$ cat src/rtl/excret_pkg.sv
package excret_pkg;
  typedef enum logic [1:0] {
    RS_INACTIVE = 2'b00,
    RS_NESTED   = 2'b01,
    RS_BASE     = 2'b10,
    RS_RSVD     = 2'b11
  } retire_e;

  localparam logic [3:0] CODE_HANDLER = 4'd1;
  localparam logic [3:0] CODE_THR_MSP = 4'd9;
  localparam logic [3:0] CODE_THR_PSP = 4'd13;

  typedef struct packed {
    logic fault;
    logic to_handler;
    logic use_psp;
    logic warn;
    logic clr_fmask;
  } p1_res_t;
endpackage

$ cat src/rtl/excret_decode.sv
module excret_decode
  import excret_pkg::*;
#(
  parameter int DATA_W  = 32,
  parameter int EXC_W   = 9,
  parameter int NMI_NUM = 2,
  parameter int HI_LSB  = 5,
  parameter int HI_MSB  = 27
) (
  input  logic [DATA_W-1:0] ret_code,
  input  logic [EXC_W-1:0]  cur_exc,
  input  retire_e           status,
  input  logic              nest_en,
  output p1_res_t           res
);
  localparam int HI_W = HI_MSB - HI_LSB + 1;

  logic [3:0] nib;
  logic       code_ok, is_thread, active_ok, nest_bad;

  always_comb begin
    nib       = ret_code[3:0];
    code_ok   = (nib == CODE_HANDLER) || (nib == CODE_THR_MSP) || (nib == CODE_THR_PSP);
    is_thread = (nib == CODE_THR_MSP) || (nib == CODE_THR_PSP);
    active_ok = (status == RS_NESTED) || (status == RS_BASE);
    nest_bad  = is_thread && (status == RS_NESTED) && !nest_en;

    res.fault      = !code_ok || !active_ok || nest_bad;
    res.to_handler = (nib == CODE_HANDLER);
    res.use_psp    = (nib == CODE_THR_PSP);
    res.warn       = (ret_code[HI_MSB:HI_LSB] != {HI_W{1'b1}});
    res.clr_fmask  = (cur_exc != EXC_W'(NMI_NUM));
  end
endmodule

$ cat src/rtl/excret_mode_check.sv
module excret_mode_check #(
  parameter int PSR_W     = 32,
  parameter int EXC_W     = 9,
  parameter int ALIGN_BIT = 9
) (
  input  logic             req_handler,
  input  logic [PSR_W-1:0] psr,
  output logic             mismatch,
  output logic             align_fix
);
  logic field_zero;

  always_comb begin
    field_zero = (psr[EXC_W-1:0] == '0);
    mismatch   = req_handler ? field_zero : !field_zero;
    align_fix  = psr[ALIGN_BIT];
  end
endmodule

$ cat src/rtl/excret_fault_frame.sv
module excret_fault_frame #(
  parameter int DATA_W = 32,
  parameter int TAG_W  = 4
) (
  input  logic [DATA_W-1:0] src,
  output logic [DATA_W-1:0] retval
);
  always_comb retval = {{TAG_W{1'b1}}, src[DATA_W-TAG_W-1:0]};
endmodule

$ cat src/rtl/exc_return_check.sv
module exc_return_check
  import excret_pkg::*;
#(
  parameter int DATA_W    = 32,
  parameter int EXC_W     = 9,
  parameter int NMI_NUM   = 2,
  parameter int ALIGN_BIT = 9,
  parameter int TAG_W     = 4
) (
  input  logic              clk,
  input  logic              rst,
  input  logic              p1_start,
  input  logic [DATA_W-1:0] ret_code,
  input  logic [EXC_W-1:0]  cur_exc,
  input  logic [1:0]        retire_st,
  input  logic              nest_thread_en,
  input  logic              p2_start,
  input  logic [DATA_W-1:0] restored_psr,
  output logic              p1_valid,
  output logic              p1_fault,
  output logic              to_handler,
  output logic              use_psp,
  output logic              unpred_warn,
  output logic              clr_fmask,
  output logic              p2_valid,
  output logic              p2_fault,
  output logic              sp_align_fix,
  output logic              invpc_set,
  output logic              pend_usage,
  output logic              new_frame,
  output logic [DATA_W-1:0] fault_retval
);
  localparam int HI_MSB = DATA_W - TAG_W - 1;

  p1_res_t           dec;
  logic              mis, align;
  logic              req_handler_q;
  logic [DATA_W-1:0] ret_q, frame_src, frame_val;

  excret_decode #(
    .DATA_W(DATA_W), .EXC_W(EXC_W), .NMI_NUM(NMI_NUM), .HI_LSB(5), .HI_MSB(HI_MSB)
  ) u_dec (
    .ret_code(ret_code), .cur_exc(cur_exc), .status(retire_e'(retire_st)),
    .nest_en(nest_thread_en), .res(dec)
  );

  excret_mode_check #(
    .PSR_W(DATA_W), .EXC_W(EXC_W), .ALIGN_BIT(ALIGN_BIT)
  ) u_mode (
    .req_handler(req_handler_q), .psr(restored_psr), .mismatch(mis), .align_fix(align)
  );

  assign frame_src = p1_start ? ret_code : ret_q;

  excret_fault_frame #(.DATA_W(DATA_W), .TAG_W(TAG_W)) u_frame (
    .src(frame_src), .retval(frame_val)
  );

  always_ff @(posedge clk) begin
    if (rst) begin
      req_handler_q <= 1'b0;
      ret_q         <= '0;
    end else if (p1_start) begin
      req_handler_q <= dec.to_handler;
      ret_q         <= ret_code;
    end
  end

  always_ff @(posedge clk) begin
    p1_valid     <= 1'b0;
    p1_fault     <= 1'b0;
    to_handler   <= 1'b0;
    use_psp      <= 1'b0;
    unpred_warn  <= 1'b0;
    clr_fmask    <= 1'b0;
    p2_valid     <= 1'b0;
    p2_fault     <= 1'b0;
    sp_align_fix <= 1'b0;
    invpc_set    <= 1'b0;
    pend_usage   <= 1'b0;
    new_frame    <= 1'b0;
    fault_retval <= '0;
    if (!rst) begin
      if (p1_start) begin
        p1_valid    <= 1'b1;
        p1_fault    <= dec.fault;
        to_handler  <= dec.to_handler;
        use_psp     <= dec.use_psp;
        unpred_warn <= dec.warn;
        clr_fmask   <= dec.clr_fmask;
        if (dec.fault) begin
          invpc_set    <= 1'b1;
          pend_usage   <= 1'b1;
          fault_retval <= frame_val;
        end
      end else if (p2_start) begin
        p2_valid     <= 1'b1;
        p2_fault     <= mis;
        sp_align_fix <= align;
        if (mis) begin
          invpc_set    <= 1'b1;
          pend_usage   <= 1'b1;
          new_frame    <= 1'b1;
          fault_retval <= frame_val;
        end
      end
    end
  end


  p1_pulse_chk: assert property (@(posedge clk) disable iff (rst)
    p1_valid |-> $past(p1_start));

  p1_fault_frame_chk: assert property (@(posedge clk) disable iff (rst)
    p1_fault |-> (invpc_set && pend_usage && !new_frame && fault_retval[DATA_W-1 -: TAG_W] == '1));

  p2_fault_frame_chk: assert property (@(posedge clk) disable iff (rst)
    p2_fault |-> (new_frame && invpc_set && pend_usage && p2_valid));

  warn_phase_chk: assert property (@(posedge clk) disable iff (rst)
    unpred_warn |-> p1_valid);

  fmask_phase_chk: assert property (@(posedge clk) disable iff (rst)
    clr_fmask |-> p1_valid);

  p2_excl_chk: assert property (@(posedge clk) disable iff (rst)
    p2_valid |-> (!$past(p1_start) && !p1_valid));

  align_phase_chk: assert property (@(posedge clk) disable iff (rst)
    sp_align_fix |-> p2_valid);
endmodule

$ cat config.mk
export PLATFORM = sky130hd
export DESIGN_NAME = exc_return_check
export DESIGN_NICKNAME = d
export VERILOG_FILES = /design/src/rtl/excret_pkg.sv /design/src/rtl/excret_decode.sv /design/src/rtl/excret_mode_check.sv /design/src/rtl/excret_fault_frame.sv /design/src/rtl/exc_return_check.sv
export SDC_FILE = /design/constraint.sdc
export NUM_CORES = 1
export LEC_CHECK = 0
export ABC_CLOCK_PERIOD_IN_PS = 1400
export BUFFER_PORTS_ARGS = -buffer_cell sky130_fd_sc_hd__buf_2
export CORE_MARGIN = 4
export CORE_UTILIZATION = 43
export DETAILED_ROUTE_END_ITERATION = 16
export PLACE_DENSITY_LB_ADDON = 0.15
export REMOVE_ABC_BUFFERS = 1
export SLEW_MARGIN = 10
export SYNTH_ARGS = -nofsm -noshare
export SYNTH_HDL_FRONTEND = slang
export SYNTH_HIERARCHICAL = 1
export SYNTH_SLANG_ARGS = --single-unit
$ cat constraint.sdc
create_clock -name clk -period 1.4 [get_ports clk]
set_input_delay 0.21 -clock clk [delete_from_list [all_inputs] [get_ports clk]]
set_output_delay 0.21 -clock clk [all_outputs]
set_load 0.02 [all_outputs]
==> flow_summary.toml <==
[die]
design.core.area_mm2 = 0.00642
std_cell_rows = 29
die_height_um = 89.8
num_io_pins = 124
die-width_um = 89.8
dieArea_mm2 = 0.00807
floorplan.initialDensity_pct = 44.8

[sta]
timing.fmax_mhz = 874
finalHoldViolCount = 0
slew_viol_final = 0
timing.final.crit_share_pct = 81.7
post-route-min-period_ps = 1140
timing.clock.skew_ps = 8.01
post_layout_worst_setup_margin_ps = 256
rsz0062_at_grt = "no"
final-setup-viol-count = 0

[synthesis]
synthesis.area_mm2 = 0.00288
yosysWarningCount = 6
synthCells = 253
syn_avg_cell_area_um2 = 11.4

[routing]
number_of_violations_reported_at_the_end_of_detailed_routing_iteration_0 = 36
ant_nets = 0
routed_via_density = 4.56
detail_route.first_pass.iterations = 2
dr_total_vias = 1866
totalWireLength_um = 5490
wire_per_inst_um = 13.4
route.detailed.drc = 0

[placement]
gp_congestion = 0.695
numPortBuffers = 97
dpl.cell_count = 393
dpl.hpwl_um = 4050
place_worst_setup_slack_ps = -104

[final_layout]
final_net_count = 408
fillers = 587
register_area_mm2 = 0.00144
utilization_pct = 54.7
post_layout_nonfiller_instances = 409
antenna_cells = 0
fraction_of_layout_cells_with_a_size_suffix_above_1_pct = 46.4
area_growth_pct = 22.1
multi_input_area_mm2 = 0.00109

[global_routing]
grt_util_all_layers_pct = 14.2
antenna_found_initial = 0
grt_pass1_vias = 1900
global_route_wire_length_before_repair_um = 9180
global_route.overflow_total = 0
grt_start_max_net_pins = 28

[setup_path]
worstPathRequired_ps = 1650
critical_path_peak_fanout = 10
worst_ep_arrival_time_ps = 1390
worst_setup_end_kind = "register"
timing.critical_path.from = "restored_psr[4]"
cp-start-kind = "primary input"
crit_path_max_incr_delay_ps = 260
crit-reg2reg-launch = "req_handler_q$_SDFFE_PP0P_"
crit_slowest_cell = "sky130_fd_sc_hd__nor4_1"
critical_path.cell_chain = "buf_2, nor4_1, nand3_1, xor2_1, nand4bb_1, buf_4, a21boi_0"
timing_worst_setup_path_type = "primary input to register"

[pwr]
power.density_cell_area_mw_per_mm2 = 1360
p_int_mw = 3.73
power.share.sequential_pct = 45.8
power.net_switching_mw = 1.04
swShare_pct = 21.8
fin_total_pwr_mw = 4.77
clkPwrFrac_pct = 42.3
total_leakage_power_nw = 1.69
combPwrFrac_pct = 11.9
power.ir.vdd_worst_v = 0.000846

[clock_network]
clk_pin_slew_ps = 70
postCtsResizedCells = 0
cts_max_level = 3
numClockSinks = 72
cts.root.buffer_cell = "sky130_fd_sc_hd__clkbuf_8"
tritoncts = "done"
postCtsHoldBufs = 0
tritoncts.num_buffers = 9
clkLatencyLatePin_ps = 340
clock_tree.buffer_depth = 2
post_cts_buffers = 0

[min_path]
hold_start = "restored_psr[9]"
timing.hold.worst.class = "primary input to register"

[flow_run]
max_cap_violations = 0

[run_status]
status = "completed"
## worst paths after layout
kind | to | slack [ps] | cells after the start
worst max-delay path | fault_retval[22]$_SDFF_PP0_ | 260 | 7
worst min-delay path | sp_align_fix$_SDFF_PP0_ | 70 | 2
worst max register to register | fault_retval[22]$_SDFF_PP0_ | 270 | 4
worst min register to register | req_handler_q$_SDFFE_PP0P_ | 480 | 2
## metal layers
layer	wire, um	track usage (%)	vias to the layer above
met5	0	0	-
met4	39	3.45	0
met3	465	6.93	6
li1	-	-	952
met1	2340	16.6	849
met2	2640	23.6	59
## area by class of cell
class,instances,area share [%]
clock buffer,11,4.31
clock inverter,5,2.92
inverter,5,0.534
multi-input combinational,131,30.9
sequential,72,41.0
tap,77,2.74
timing repair buffer,108,17.6
## placed cells by master, fill, tap and decap left out, types with 3 or more instances in the layout
cell,count
sky130_fd_sc_hd__a21boi_0,31
sky130_fd_sc_hd__and2_1,4
sky130_fd_sc_hd__buf_12,4
sky130_fd_sc_hd__buf_2,97
sky130_fd_sc_hd__buf_4,7
sky130_fd_sc_hd__bufinv_16,3
sky130_fd_sc_hd__clkbuf_8,11
sky130_fd_sc_hd__conb_1,4
sky130_fd_sc_hd__dfxtp_1,72
sky130_fd_sc_hd__inv_1,5
sky130_fd_sc_hd__mux2_2,3
sky130_fd_sc_hd__mux2_4,25
sky130_fd_sc_hd__nand2_1,5
sky130_fd_sc_hd__nand3_1,3
sky130_fd_sc_hd__nand4_1,5
sky130_fd_sc_hd__nor2_1,6
sky130_fd_sc_hd__nor2b_1,28
sky130_fd_sc_hd__nor4_1,3
## stage by stage
stage	hold WS, ps	instance area, um^2	TNS [ps]
2_1_floorplan	279	2550	-11740
3_3_place_gp	416	3260	-1900
3_5_place_dp	416	3260	-2060
4_1_cts	55.7	3520	0
5_1_grt	60.5	3520	0
6_report	73.7	3520	0
## power by group through the flow
stage / logic (mW) / registers, mW / clock network (mW)
2_1_floorplan: 0.219 / 2.32 / 0
6_report: 0.568 / 2.19 / 2.02
5_1_grt: 0.622 / 2.20 / 2.17
4_1_cts: 0.577 / 2.19 / 2.08
3_5_place_dp: 0.573 / 2.23 / 0
3_3_place_gp: 0.569 / 2.23 / 0
## critical path: cells and delay by family
family	cells	cell delay (ps)
compound gates	1	190
simple gates	3	560
buf+inv	2	300
xor+xnor	1	140
## flip-flops by register name (all words and copies together) (netlist names)
signal and count:
fault_retval 32, new_frame 1, sp_align_fix 1, pend_usage 1
ret_q 28, to_handler 1, req_handler_q 1, clr_fmask 1
p2_fault 1, unpred_warn 1, p1_valid 1, p2_valid 1
p1_fault 1, use_psp 1
(Power assumes the default switching activity.)
